### config.mk
export PLATFORM = sky130hd
export DESIGN_NAME = bytediv_unit
export DESIGN_NICKNAME = d
export VERILOG_FILES = /design/src/rtl/bytediv_pkg.sv /design/src/rtl/bytediv_seq.sv /design/src/rtl/bytediv_core.sv /design/src/rtl/bytediv_flags.sv /design/src/rtl/bytediv_unit.sv
export SDC_FILE = /design/constraint.sdc
export NUM_CORES = 1
export LEC_CHECK = 0
export BUFFER_PORTS_ARGS = -buffer_cell sky130_fd_sc_hd__buf_4
export CORE_MARGIN = 2
export CORE_UTILIZATION = 56
export DETAILED_ROUTE_END_ITERATION = 6
export MAX_ROUTING_LAYER = met4
export PLACE_DENSITY = 0.84
export SLEW_MARGIN = 10
export SYNTH_ARGS = -nofsm -noshare
export SYNTH_HDL_FRONTEND = slang
export SYNTH_SLANG_ARGS = --single-unit
### constraint.sdc
create_clock -name clk -period 2.1 [get_ports clk]
set_input_delay 0.525 -clock clk [delete_from_list [all_inputs] [get_ports clk]]
set_output_delay 0.525 -clock clk [all_outputs]
set_load 0.05 [all_outputs]
### src/rtl/bytediv_pkg.sv
`timescale 1ns/1ps
package bytediv_pkg;
   localparam int FLAG_W = 5;
   localparam int FLAG_C = 0;
   localparam int FLAG_V = 1;
   localparam int FLAG_Z = 2;
   localparam int FLAG_N = 3;
   localparam int FLAG_H = 4;
endpackage

### src/rtl/bytediv_seq.sv
`timescale 1ns/1ps
module bytediv_seq #(
   parameter int LATENCY = 14,
   parameter int STEPS   = 8
) (
   input  logic clk,
   input  logic rst_n,
   input  logic start_i,
   output logic busy_o,
   output logic load_o,
   output logic step_o,
   output logic finish_o,
   output logic done_o
);
   localparam int CW = $clog2(LATENCY + 1);

   logic [CW-1:0] cnt_q;
   logic          busy_q;
   logic          done_q;

   assign load_o   = start_i && !busy_q;
   assign step_o   = busy_q && (cnt_q != '0) && (cnt_q <= CW'(STEPS));
   assign finish_o = busy_q && (cnt_q == CW'(LATENCY));
   assign busy_o   = busy_q;
   assign done_o   = done_q;

   always_ff @(posedge clk) begin
      if (!rst_n) begin
         cnt_q  <= '0;
         busy_q <= 1'b0;
         done_q <= 1'b0;
      end else begin
         done_q <= finish_o;
         if (load_o) begin
            busy_q <= 1'b1;
            cnt_q  <= CW'(1);
         end else if (finish_o) begin
            busy_q <= 1'b0;
            cnt_q  <= '0;
         end else if (busy_q) begin
            cnt_q  <= cnt_q + CW'(1);
         end
      end
   end

   // busy never outlives the completion edge
   assert_busy_ends_R5: assert property (@(posedge clk) disable iff (!rst_n)
      finish_o |=> !busy_q);
endmodule

### src/rtl/bytediv_core.sv
`timescale 1ns/1ps
module bytediv_core #(
   parameter int DVD_W = 16,
   parameter int DVS_W = 8
) (
   input  logic             clk,
   input  logic             rst_n,
   input  logic             load_i,
   input  logic             step_i,
   input  logic             finish_i,
   input  logic [DVD_W-1:0] dividend_i,
   input  logic [DVS_W-1:0] divisor_i,
   output logic [DVD_W-1:0] result_o,
   output logic             ovf_o,
   output logic [DVS_W-1:0] dvs_o
);
   localparam int QW = DVD_W - DVS_W;

   logic [DVS_W-1:0] dvs_q;
   logic [DVS_W-1:0] part_q;
   logic [QW-1:0]    quo_q;
   logic [DVS_W-1:0] dzrem_q;
   logic             ovf_pend_q;
   logic [DVD_W-1:0] result_q;
   logic             ovf_q;

   logic [DVS_W:0]   shifted;
   logic [DVS_W:0]   trial;
   logic             take;

   assign shifted = {part_q, quo_q[QW-1]};
   assign take    = (shifted >= {1'b0, dvs_q});
   assign trial   = shifted - {1'b0, dvs_q};

   always_ff @(posedge clk) begin
      if (!rst_n) begin
         dvs_q      <= '0;
         part_q     <= '0;
         quo_q      <= '0;
         dzrem_q    <= '0;
         ovf_pend_q <= 1'b0;
         result_q   <= '0;
         ovf_q      <= 1'b0;
      end else begin
         if (load_i) begin
            dvs_q      <= divisor_i;
            part_q     <= dividend_i[DVD_W-1:QW];
            quo_q      <= dividend_i[QW-1:0];
            dzrem_q    <= dividend_i[DVS_W-1:0];
            ovf_pend_q <= (dividend_i[DVD_W-1:QW] >= divisor_i);
         end else if (step_i) begin
            part_q <= take ? trial[DVS_W-1:0] : shifted[DVS_W-1:0];
            quo_q  <= {quo_q[QW-2:0], take};
         end
         if (finish_i) begin
            ovf_q <= ovf_pend_q;
            if (dvs_q == '0)
               result_q <= {dzrem_q, {QW{1'b1}}};
            else
               result_q <= {part_q, quo_q};
         end
      end
   end

   assign result_o = result_q;
   assign ovf_o    = ovf_q;
   assign dvs_o    = dvs_q;

   // partial remainder stays below the divisor on every non-overflowing step
   assert_part_bound_R1: assert property (@(posedge clk) disable iff (!rst_n)
      (step_i && !ovf_pend_q) |=> (part_q < dvs_q));
endmodule

### src/rtl/bytediv_flags.sv
`timescale 1ns/1ps
module bytediv_flags
   import bytediv_pkg::*;
#(
   parameter int DVS_W = 8
) (
   input  logic              clk,
   input  logic              rst_n,
   input  logic              load_i,
   input  logic              finish_i,
   input  logic [FLAG_W-1:0] ccr_i,
   input  logic [DVS_W-1:0]  divisor_i,
   output logic [FLAG_W-1:0] ccr_o
);
   logic [FLAG_W-1:0] next_flags;
   logic [FLAG_W-1:0] pend_q;
   logic [FLAG_W-1:0] out_q;

   for (genvar b = 0; b < FLAG_W; b++) begin : g_bit
      if (b == FLAG_N) begin : g_sign
         assign next_flags[b] = divisor_i[DVS_W-1];
      end else if (b == FLAG_Z) begin : g_zero
         assign next_flags[b] = (divisor_i == '0);
      end else begin : g_keep
         assign next_flags[b] = ccr_i[b];
      end
   end

   always_ff @(posedge clk) begin
      if (!rst_n) begin
         pend_q <= '0;
         out_q  <= '0;
      end else begin
         if (load_i)   pend_q <= next_flags;
         if (finish_i) out_q  <= pend_q;
      end
   end

   assign ccr_o = out_q;

   // kept flags published at completion match what was captured
   assert_keep_flags_R4: assert property (@(posedge clk) disable iff (!rst_n)
      finish_i |=> (out_q[FLAG_H] == $past(pend_q[FLAG_H]) &&
                    out_q[FLAG_V] == $past(pend_q[FLAG_V]) &&
                    out_q[FLAG_C] == $past(pend_q[FLAG_C])));
endmodule

### src/rtl/bytediv_unit.sv
`timescale 1ns/1ps
module bytediv_unit
   import bytediv_pkg::*;
#(
   parameter int DVD_W   = 16,
   parameter int DVS_W   = 8,
   parameter int LATENCY = 14
) (
   input  logic              clk,
   input  logic              rst_n,
   input  logic              start_i,
   input  logic [DVD_W-1:0]  dividend_i,
   input  logic [DVS_W-1:0]  divisor_i,
   input  logic [FLAG_W-1:0] ccr_i,
   output logic [DVD_W-1:0]  result_o,
   output logic [FLAG_W-1:0] ccr_o,
   output logic              done_o,
   output logic              ovf_o
);
   localparam int QW = DVD_W - DVS_W;
   localparam int CW = $clog2(LATENCY + 1);

   if (QW < 2) begin : g_bad_width
      $error("bytediv_unit: dividend must be at least two bits wider than divisor");
   end
   if (LATENCY < QW + 2) begin : g_bad_latency
      $error("bytediv_unit: LATENCY too small for the iteration count");
   end

   logic             busy, load, step, finish;
   logic [DVS_W-1:0] cap_dvs;

   bytediv_seq #(.LATENCY(LATENCY), .STEPS(QW)) u_seq (
      .clk(clk), .rst_n(rst_n), .start_i(start_i),
      .busy_o(busy), .load_o(load), .step_o(step),
      .finish_o(finish), .done_o(done_o)
   );

   bytediv_core #(.DVD_W(DVD_W), .DVS_W(DVS_W)) u_core (
      .clk(clk), .rst_n(rst_n), .load_i(load), .step_i(step),
      .finish_i(finish), .dividend_i(dividend_i), .divisor_i(divisor_i),
      .result_o(result_o), .ovf_o(ovf_o), .dvs_o(cap_dvs)
   );

   bytediv_flags #(.DVS_W(DVS_W)) u_flags (
      .clk(clk), .rst_n(rst_n), .load_i(load), .finish_i(finish),
      .ccr_i(ccr_i), .divisor_i(divisor_i), .ccr_o(ccr_o)
   );

   // independent age counter from accepted start to completion
   logic          chk_run;
   logic [CW-1:0] chk_age;
   always_ff @(posedge clk) begin
      if (!rst_n) begin
         chk_run <= 1'b0;
         chk_age <= '0;
      end else if (done_o) begin
         chk_run <= start_i;
         chk_age <= '0;
      end else if (start_i && !chk_run) begin
         chk_run <= 1'b1;
         chk_age <= '0;
      end else if (chk_run) begin
         chk_age <= chk_age + CW'(1);
      end
   end

   assert_latency_R5: assert property (@(posedge clk) disable iff (!rst_n)
      done_o |-> (chk_run && chk_age == CW'(LATENCY)));
   assert_done_pulse_R5: assert property (@(posedge clk) disable iff (!rst_n)
      done_o |=> !done_o);
   assert_hold_R7: assert property (@(posedge clk) disable iff (!rst_n)
      !done_o |-> ($stable(result_o) && $stable(ccr_o) && $stable(ovf_o)));
   assert_sign_flag_R2: assert property (@(posedge clk) disable iff (!rst_n)
      done_o |-> (ccr_o[FLAG_N] == cap_dvs[DVS_W-1]));
   assert_zero_flag_R3: assert property (@(posedge clk) disable iff (!rst_n)
      done_o |-> (ccr_o[FLAG_Z] == (cap_dvs == '0)));
   assert_rem_bound_R1: assert property (@(posedge clk) disable iff (!rst_n)
      (done_o && !ovf_o) |-> (result_o[DVD_W-1:QW] < cap_dvs));
   assert_dz_quot_R8: assert property (@(posedge clk) disable iff (!rst_n)
      (done_o && cap_dvs == '0) |-> (result_o[QW-1:0] == {QW{1'b1}}));
   assert_busy_ignore_R6: assert property (@(posedge clk) disable iff (!rst_n)
      (busy && start_i) |=> $stable(cap_dvs));
   assert_reset_R10: assert property (@(posedge clk)
      !rst_n |=> (result_o == '0 && ccr_o == '0 && !done_o && !ovf_o));
endmodule

Word-level counts from Yosys, hierarchy flattened. Cells that the tools add are included.

Register bits after elaboration: 66. Bits of input ports: 32. Output and inout bits: 23. Logic and storage cells: 43.

Add/sub/neg operators: 2. $lt $le $gt $ge: 3. Equality and inequality tests: 1. Multiplexer cells: 11. Bitwise logic cells: 1. Reduce and logical (&&, ||, !) cells: 12.

Operators with widths (number): 2-to-1 mux 8 bit (5); logical NOT 8 bit (2); 2-to-1 mux 16 bit (1); >= comparator 9 x 8 -> 1 bit (1); >= comparator 8 bit (1); subtractor 8 bit (1); 2-to-1 mux 1 bit (5); adder 4 x 1 -> 4 bit (second input constant) (1); equality test 4 bit (second input constant) (1); <= comparator 4 bit (second input constant) (1); logical AND 1 bit (4); nonzero test 2 bit (2); nonzero test 4 bit (1); nonzero test 3 bit (1); OR reduction 3 bit (1); logical NOT 1 bit (1); NOT 1 bit (1).

Depth between registers and ports, before layout. Gate-level depths: netlist of the first run.

Depth after elaboration: 5. Mapped depth: 9. Mapped depth without buffers: 9.

Cells and area by module. Synthesis of the first run repeated with hierarchy kept, for this count alone.

Cell total of the unflattened synthesis: 396. Area, all modules: 3420.8 µm².

By module, submodules not included: bytediv_core (instances 1, cells an instance 327, area an instance 2687.6 µm², seq. area each 1001.0 µm²); bytediv_flags (instances 1, cells an instance 37, area an instance 404.1 µm², seq. area each 200.2 µm²); bytediv_seq (instances 1, cells an instance 32, area an instance 329.1 µm², seq. area each 120.1 µm²).

Worst setup path before layout of the first run. OpenSTA, ideal clock, no wires.

Kind: register -> register. From: reg u_core.quo_q[7]. To: reg u_core.part_q[0]. Library setup time: 67 ps. Data arrival time: 1897 ps. Required time: 2033 ps. Slack: 136 ps. Stages on the path, launching flop included: 9. Buffers on the path: 0. Clock period less this slack: 1964 ps. Path through: dfxtp_1 inv_1 ha_1 nand2b_1 a21o_1 a311oi_2 o21ai_2 mux2_4 a21oi_2.

Word-level cells in the longest chain between the ends: 4. Elaborated cells on any way between the ends: 5. Classes of those cells: add/sub: 1; order compare: 1; mux: 3.

Ends and longest elaborated chain: start, declared (RTL line bytediv_core.sv:21) `logic [QW-1:0] quo_q;`; start signal, assigned (RTL line bytediv_core.sv:48) `quo_q <= dividend_i[QW-1:0];`; start signal, assigned (RTL line bytediv_core.sv:53) `quo_q <= {quo_q[QW-2:0], take};`; subtractor 8 bit or >= comparator 9 x 8 -> 1 bit (tied branches) (RTL line bytediv_core.sv:33, bytediv_core.sv:32); 2-to-1 mux 8 bit * (RTL line bytediv_core.sv:52) `part_q <= take ? trial[DVS_W-1:0] : shifted[DVS_W-1:0];`; 2-to-1 mux 8 bit * (RTL line bytediv_core.sv:51) `end else if (step_i) begin`; 2-to-1 mux 8 bit * (RTL line bytediv_core.sv:45) `if (load_i) begin`; end signal, assigned (RTL line bytediv_core.sv:47) `part_q <= dividend_i[DVD_W-1:QW];`; end signal, assigned (RTL line bytediv_core.sv:52); end, declared (RTL line bytediv_core.sv:20) `logic [DVS_W-1:0] part_q;`.

Mark *: on every way between the ends. The rest lies on a longest branch, timed or not. The select of a mux whose other input is x is not followed. A chain may end at the register's enable or synchronous reset.

Worst setup path in the final report of the first run. Ends and elaborated chain as after synthesis.

==> impl_metrics.py, run 1 <==
metrics = {
    "worst_setup_path": {
        "max_stage_delay_ns": 0.38,
        "critPathBufInv": 1,
        "end_kind": "flip-flop",
        "crit_slowest_cell": "a311oi_4",
        "arrival_ns": 2.30,
        "crit_family": "compound AO/OA/AOI/OAI gates",
        "critPathKind": "reg -> reg",
        "start_kind": "flip-flop",
        "required_ns": 2.38,
        "crit_chain": "inv_1 > ha_4 > nand2b_1 > a21o_1 > a311oi_4 > o21ai_4 > mux2_4 > a21oi_2",
        "worstPathMaxFanout": 7,
        "reg2reg_slack_ns": 0.08,
    },
    "clocking": {
        "cts_made_buffers": 9,
        "ctsHoldBuffers": 0,
        "clock-sinks": 65,
        "clk_latency_ns": 0.34,
        "clk_path_buf_depth": 2,
        "h-tree-depth": 3,
        "cts_tree": "built",
        "cts_root_buf": "clkbuf_8",
        "clk_pin_slew_ns": 0.07,
    },
    "placement": {
        "port_buffers": 52,
        "gp_congestion": 1.02,
        "dpl_cell_area_um2": 3780,
        "preCtsSetupSlack_ns": -0.000202,
        "place_hpwl_um": 6110,
    },
    "drt": {
        "top_layer": "met4",
        "antenna_left": 0,
        "met3_length_um": 516,
        "routed_wl_um": 8570,
        "via_count": 3089,
        "drtIter0Drc": 246,
        "met2_length_um": 4080,
        "drt-met1-wl_um": 3730,
        "routedWlPerCell_um": 16.1,
        "drtPass1Iterations": 5,
        "via_per_inst": 5.81,
        "drc": 0,
    },
    "global_routing": {
        "gr-usage-all-layers_pct": 29.4,
        "grt_pass1_vias": 2952,
        "antenna_found_initial": 0,
        "grt_pass1_wl_um": 14000,
        "grt_start_max_net_pins": 28,
        "gr-total-overflow": 0,
    },
    "status": {
        "status": "finished, final reports clean",
    },
    "sta": {
        "finalHoldViolCount": 0,
        "max-slew-margin-rel_pct": 71.5,
        "clock.fmax_mhz": 495,
        "setup_slack_ns": 0.0802,
        "holdWs_ns": 0.439,
        "fin_tns_setup_ns": 0,
        "worst_pin_slew_ns": 0.427,
        "finClkSkew_ns": 0.00455,
        "final.period_utilization_pct": 96.2,
        "fin_crit_ns": 2.02,
        "drv_slew": 0,
        "setup_viol": 0,
    },
    "floorplan": {
        "die_area_um2": 6350,
        "die_h_um": 79.7,
        "start_util_pct": 58.3,
        "rows": 27,
        "io_pins": 55,
        "die_w_um": 79.7,
        "core_um2": 5510,
    },
    "layout": {
        "final_cell_mix": "74 x buf_4, 70 x nand2_1, 63 x dfxtp_1, 43 x a21oi_1, 33 x nor2_1",
        "syn_to_final_growth_pct": 24.9,
        "final_common_cell": "buf_4",
        "antenna_cells": 0,
        "final_core_util_pct": 72.8,
        "layout-drive-gt1-share_pct": 22.8,
        "fin_nets": 507,
        "postLayoutCellArea_um2": 4010,
    },
    "pwr": {
        "p_leak_nw": 1.71,
        "powerDensity_nw_per_um2": 762,
        "peakVddDrop_mv": 0.483,
    },
    "synthesis": {
        "synth-seq-area-share_pct": 40.5,
        "ys_seq_elements": 65,
        "syn-num-nets": 446,
        "syn_avg_cell_area_um2": 8.15,
        "syn_area_um2": 3210,
        "synth_flop_cell": "dfxtp_1",
        "synth_enable_flop_cells": 0,
        "synth_cells": 394,
        "synth_cell_type_count": 44,
        "synthArstFlopShare_pct": 0,
        "yosysWarnings": 0,
    },
    "hold_path": {
        "hold_path.class": "in -> reg",
    },
    "job": {
        "maxCapViolations": 0,
    },
}
## worst register-to-register path, cell delays in order (launching register included)
cell and delay (ns):
dfxtp_2 0.32, inv_1 0.11, ha_4 0.22, nand2b_1 0.14
a21o_1 0.18, a311oi_4 0.38, o21ai_4 0.16, mux2_4 0.34
a21oi_2 0.13
## area by class of cell
cell class	instances	area (um2)
sequential	65	1300
fill	418	1500
timing repair buffer	75	576
inverter	21	78.8
clock inverter	4	28.8
tap	72	90.1
multi-input combinational	283	1790
clock buffer	12	145
## synth_stat cells (2+ instances only)
library cell	instances	share of area, %
dfxtp_1	65	41
o21bai_1	2	0.47
nor3_1	7	1.1
a211oi_1	8	1.9
clkbuf_1	19	2.2
a21oi_2	2	0.55
ha_1	19	7.4
a311oi_1	7	1.9
and3_1	2	0.39
a31oi_1	2	0.39
nand2_1	71	8.3
mux2_4	2	0.94
xnor2_1	2	0.55
mux2i_1	11	3.4
nand3_1	4	0.62
nor2_1	33	3.9
xor2_1	5	1.4
buf_1	3	0.35
a211o_1	2	0.55
nand4_1	3	0.58
inv_1	21	2.5
nor4_1	6	1.2
buf_2	3	0.47
nor2b_1	5	0.97
a21o_1	5	1.2
o221ai_1	6	1.6
nand2b_1	5	0.97
a21oi_1	43	6.7
o21ai_0	16	2.5
## routing by layer
| metal | track usage (%) | vias to the layer above |
|---|---|---|
| met3 | 5.20 | 25 |
| met4 | 14.1 | 0 |
| met5 | - | - |
| met1 | 36.2 | 1445 |
| met2 | 47.0 | 124 |
| li1 | - | 1495 |
## flip-flops by register name, indices dropped and copies added, names as in the netlist
signal             flops
u_core.dvs_o           7
u_core.dzrem_q         8
u_core.ovf_o           1
u_core.ovf_pend_q      1
u_core.part_q          8
u_core.quo_q           8
u_core.result_o       16
u_flags.ccr_o          5
u_flags.pend_q         5
u_seq.busy_o           1
u_seq.cnt_q            4
u_seq.done_o           1
## cell families after synthesis
| family | after synthesis | share of synthesized area (%) |
|---|---|---|
| AO/OA/AOI/OAI | 104 | 21.0 |
| XOR/XNOR | 7 | 1.91 |
| adder cells (fa/ha/maj) | 20 | 8.03 |
| buffers and inverters | 46 | 5.50 |
| flip-flops | 65 | 40.5 |
| multiplexers | 13 | 4.37 |
| AND/OR/NAND/NOR | 139 | 18.7 |
## worst paths after layout
check	start	endpoint	depth (start not counted)
min	dividend_i[5]	u_core.dzrem_q[5]$_SDFFE_PN0P_	3
max reg2reg	u_core.quo_q[7]$_SDFFE_PN0P_	u_core.part_q[0]$_SDFFE_PN0P_	8
max	u_core.quo_q[7]$_SDFFE_PN0P_	u_core.part_q[0]$_SDFFE_PN0P_	8
min reg2reg	u_flags.pend_q[0]$_SDFFE_PN0P_	u_flags.pend_q[0]$_SDFFE_PN0P_	2
## stage by stage
stage	std cells	total power, mW
finish	532	3.06
CTS	532	3.01
global route	532	3.17
floorplan	394	1.82
global placement	516	2.03
detailed placement	516	2.05
## timing repair
item | in CTS | in global routing
gates resized for setup | 2 | 10
buffers inserted | 0 | 0
cloned | 0 | 0
pin swaps | 1 | 6
endpoints found under the setup margin | 4 | 13
## where the power goes
group | total (mW) | internal [mW] | switching, mW
Sequential | 1.34 | 1.29 | 0.0497
Clock | 0.961 | 0.461 | 0.499
Combinational | 0.754 | 0.345 | 0.409
Total | 3.06 | 2.10 | 0.958
Note: power is estimated with default switching activity, not from simulation.
==> run 2: changes to the inputs <==
Settings changed: CORE_UTILIZATION 56 to 60, PLACE_DENSITY 0.84 to 0.89, SKIP_CTS_REPAIR_TIMING from default to 1.
Clock period 2.1 ns to 2.43 ns, I/O delays scaled along.
==> run 2 against run 1 <==
  * Clock-buffer cell count decreased by 2
  * Via count decreased by 1.4%
  * Register-to-register slack improved by 0.12 ns
  * Critical path depth unchanged
  * Fmax decreased by 9.3%
  * Largest cell class unchanged
  * Critical path type unchanged
  * Sequential power decreased by 13%
  * Sequential share of layout area increased by 0.97 points
  * Non-clock buffer count decreased by 13
  * Cell area decreased by 3.1%
==> impl_metrics.py, run 2 (synthesized netlist as in run 1, its figures left out) <==
metrics = {
    "pwr": {
        "comb_power_share_pct": 20.6,
        "p_int_mw": 1.95,
        "p_switching_uw": 807,
        "powerDensity_nw_per_um2": 709,
        "peakVddDrop_mv": 0.563,
        "p_leak_nw": 1.66,
        "seq_power_share_pct": 42.3,
        "p_clk_share_pct": 37.1,
        "switching_share_pct": 29.3,
    },
    "sta": {
        "fin_tns_setup_ns": 0,
        "finalHoldViolCount": 0,
        "rsz0062_at_grt": "false",
        "setup_viol": 0,
        "final.period_utilization_pct": 91.7,
        "clock.fmax_mhz": 449,
        "fin_crit_ns": 2.23,
        "holdWs_ns": 0.455,
        "drv_slew": 0,
        "max-slew-margin-rel_pct": 50.2,
        "worst_pin_slew_ns": 0.747,
        "finClkSkew_ns": 0.00628,
    },
    "worst_setup_path": {
        "worstPathMaxFanout": 8,
        "max_stage_delay_ns": 0.37,
        "crit_chain": "inv_1 > ha_1 > nand2b_1 > a21o_1 > a311oi_2 > o21ai_2 > mux2_4 > a21oi_2",
        "end_kind": "flip-flop",
        "critPathKind": "reg -> reg",
        "required_ns": 2.70,
        "arrival_ns": 2.50,
        "crit_slowest_cell": "a311oi_2",
        "start_kind": "flip-flop",
    },
    "layout": {
        "fillCellCount": 364,
        "syn_to_final_growth_pct": 21.1,
        "final_cell_mix": "71 x nand2_1, 65 x dfxtp_1, 62 x buf_4, 43 x a21oi_1, 33 x nor2_1",
        "antenna_cells": 0,
        "regArea_um2": 1300,
        "final_common_cell": "nand2_1",
        "layout-drive-gt1-share_pct": 18.8,
        "largest_reg_flops": 16,
        "multiInputGateArea_um2": 1730,
        "fin_nets": 494,
    },
    "clocking": {
        "cts_tree": "built",
        "cts_made_buffers": 9,
        "clock-sinks": 65,
        "cts_root_buf": "clkbuf_8",
        "clk_latency_ns": 0.34,
        "clk_pin_slew_ns": 0.07,
        "clk_path_buf_depth": 2,
        "h-tree-depth": 3,
    },
    "drt": {
        "met2_length_um": 4060,
        "drc": 0,
        "drt-met1-wl_um": 3460,
        "drtIter0Drc": 279,
        "drtPass1Iterations": 5,
        "via_count": 3047,
        "via_per_inst": 5.89,
        "top_layer": "met4",
        "routed_wl_um": 8330,
        "antenna_left": 0,
        "routedWlPerCell_um": 16.1,
        "met3_length_um": 661,
    },
    "global_routing": {
        "grt_pass1_vias": 2923,
        "gr-total-overflow": 0,
        "antenna_found_initial": 0,
        "gr-usage-all-layers_pct": 29.3,
        "grt_start_max_net_pins": 24,
        "grt_pass1_wl_um": 13500,
    },
    "floorplan": {
        "rows": 26,
        "die_h_um": 77.1,
        "die_area_um2": 5950,
        "die_w_um": 77.1,
        "core_um2": 5140,
        "start_util_pct": 62.4,
        "io_pins": 55,
    },
    "status": {
        "status": "finished, final reports clean",
    },
    "placement": {
        "place_hpwl_um": 5860,
        "gp_congestion": 0.945,
        "port_buffers": 52,
    },
    "hold_path": {
        "hold_path.class": "reg -> reg",
    },
    "job": {
        "maxCapViolations": 0,
    },
}
[run 2: cell count changes in the layout (fill, tap and decap cells not counted), moves of 2 or more]
| cell | change |
|---|---|
| dfxtp_1 | +2 |
| bufinv_16 | +2 |
| ha_2 | -3 |
| dfxtp_2 | -2 |
| buf_4 | -12 |
| ha_1 | +4 |
[run 2: per-layer routing]
metal	up-vias	global-route usage (%)
met3	22	6.82
met2	151	49.1
met1	1409	34.8
li1	1465	-
met5	-	-
met4	0	9.11
[run 2: per-stage QoR]
| step | utilization [%] | setup slack [ns] | instances | cell area, um2 | total power, mW |
|---|---|---|---|---|---|
| floorplan | - | 0.466 | 394 | 3210 | 1.58 |
| global placement | 71.3 | 0.307 | 501 | 3660 | 1.72 |
| detailed placement | 71.3 | 0.246 | 501 | 3660 | 1.74 |
| CTS | 75.6 | 0.224 | 517 | 3880 | 2.74 |
| global route | 75.6 | 0.0697 | 517 | 3880 | 2.86 |
| finish | 75.6 | 0.202 | 517 | 3880 | 2.75 |
[run 2: final cells by class]
cell class | instances | area share (%)
tap | 70 | 2.25
timing repair buffer | 62 | 12.0
multi-input combinational | 283 | 44.6
clock inverter | 6 | 2.38
clock buffer | 10 | 3.29
inverter | 21 | 2.03
sequential | 65 | 33.5
[run 2: final timing paths]
check	start	end	slack [ns]	cells past startpoint
worst max-delay path	u_core.quo_q[7]$_SDFFE_PN0P_	u_core.part_q[1]$_SDFFE_PN0P_	0.20	8
worst min-delay path	u_core.dzrem_q[4]$_SDFFE_PN0P_	u_core.dzrem_q[4]$_SDFFE_PN0P_	0.46	2
worst max register to register	u_core.quo_q[7]$_SDFFE_PN0P_	u_core.part_q[1]$_SDFFE_PN0P_	0.20	8
worst min register to register	u_core.dzrem_q[4]$_SDFFE_PN0P_	u_core.dzrem_q[4]$_SDFFE_PN0P_	0.46	2
[run 2: power by group through the flow]
stage / logic, mW / registers, mW / clock network [mW]
after floorplan: 0.408 / 1.17 / 0
after global placement: 0.536 / 1.18 / 0
after detailed placement: 0.550 / 1.19 / 0
after CTS: 0.558 / 1.16 / 1.02
after global routing: 0.626 / 1.17 / 1.07
final: 0.567 / 1.17 / 1.02
[run 2: critical path, delay by kind of cell, from the launching register on]
kind,cells,cell delay [ns]
flops,1,0.34
simple gates,1,0.16
mux,1,0.35
fa+ha+maj,1,0.30
buf+inv,1,0.09
compound gates,4,0.93
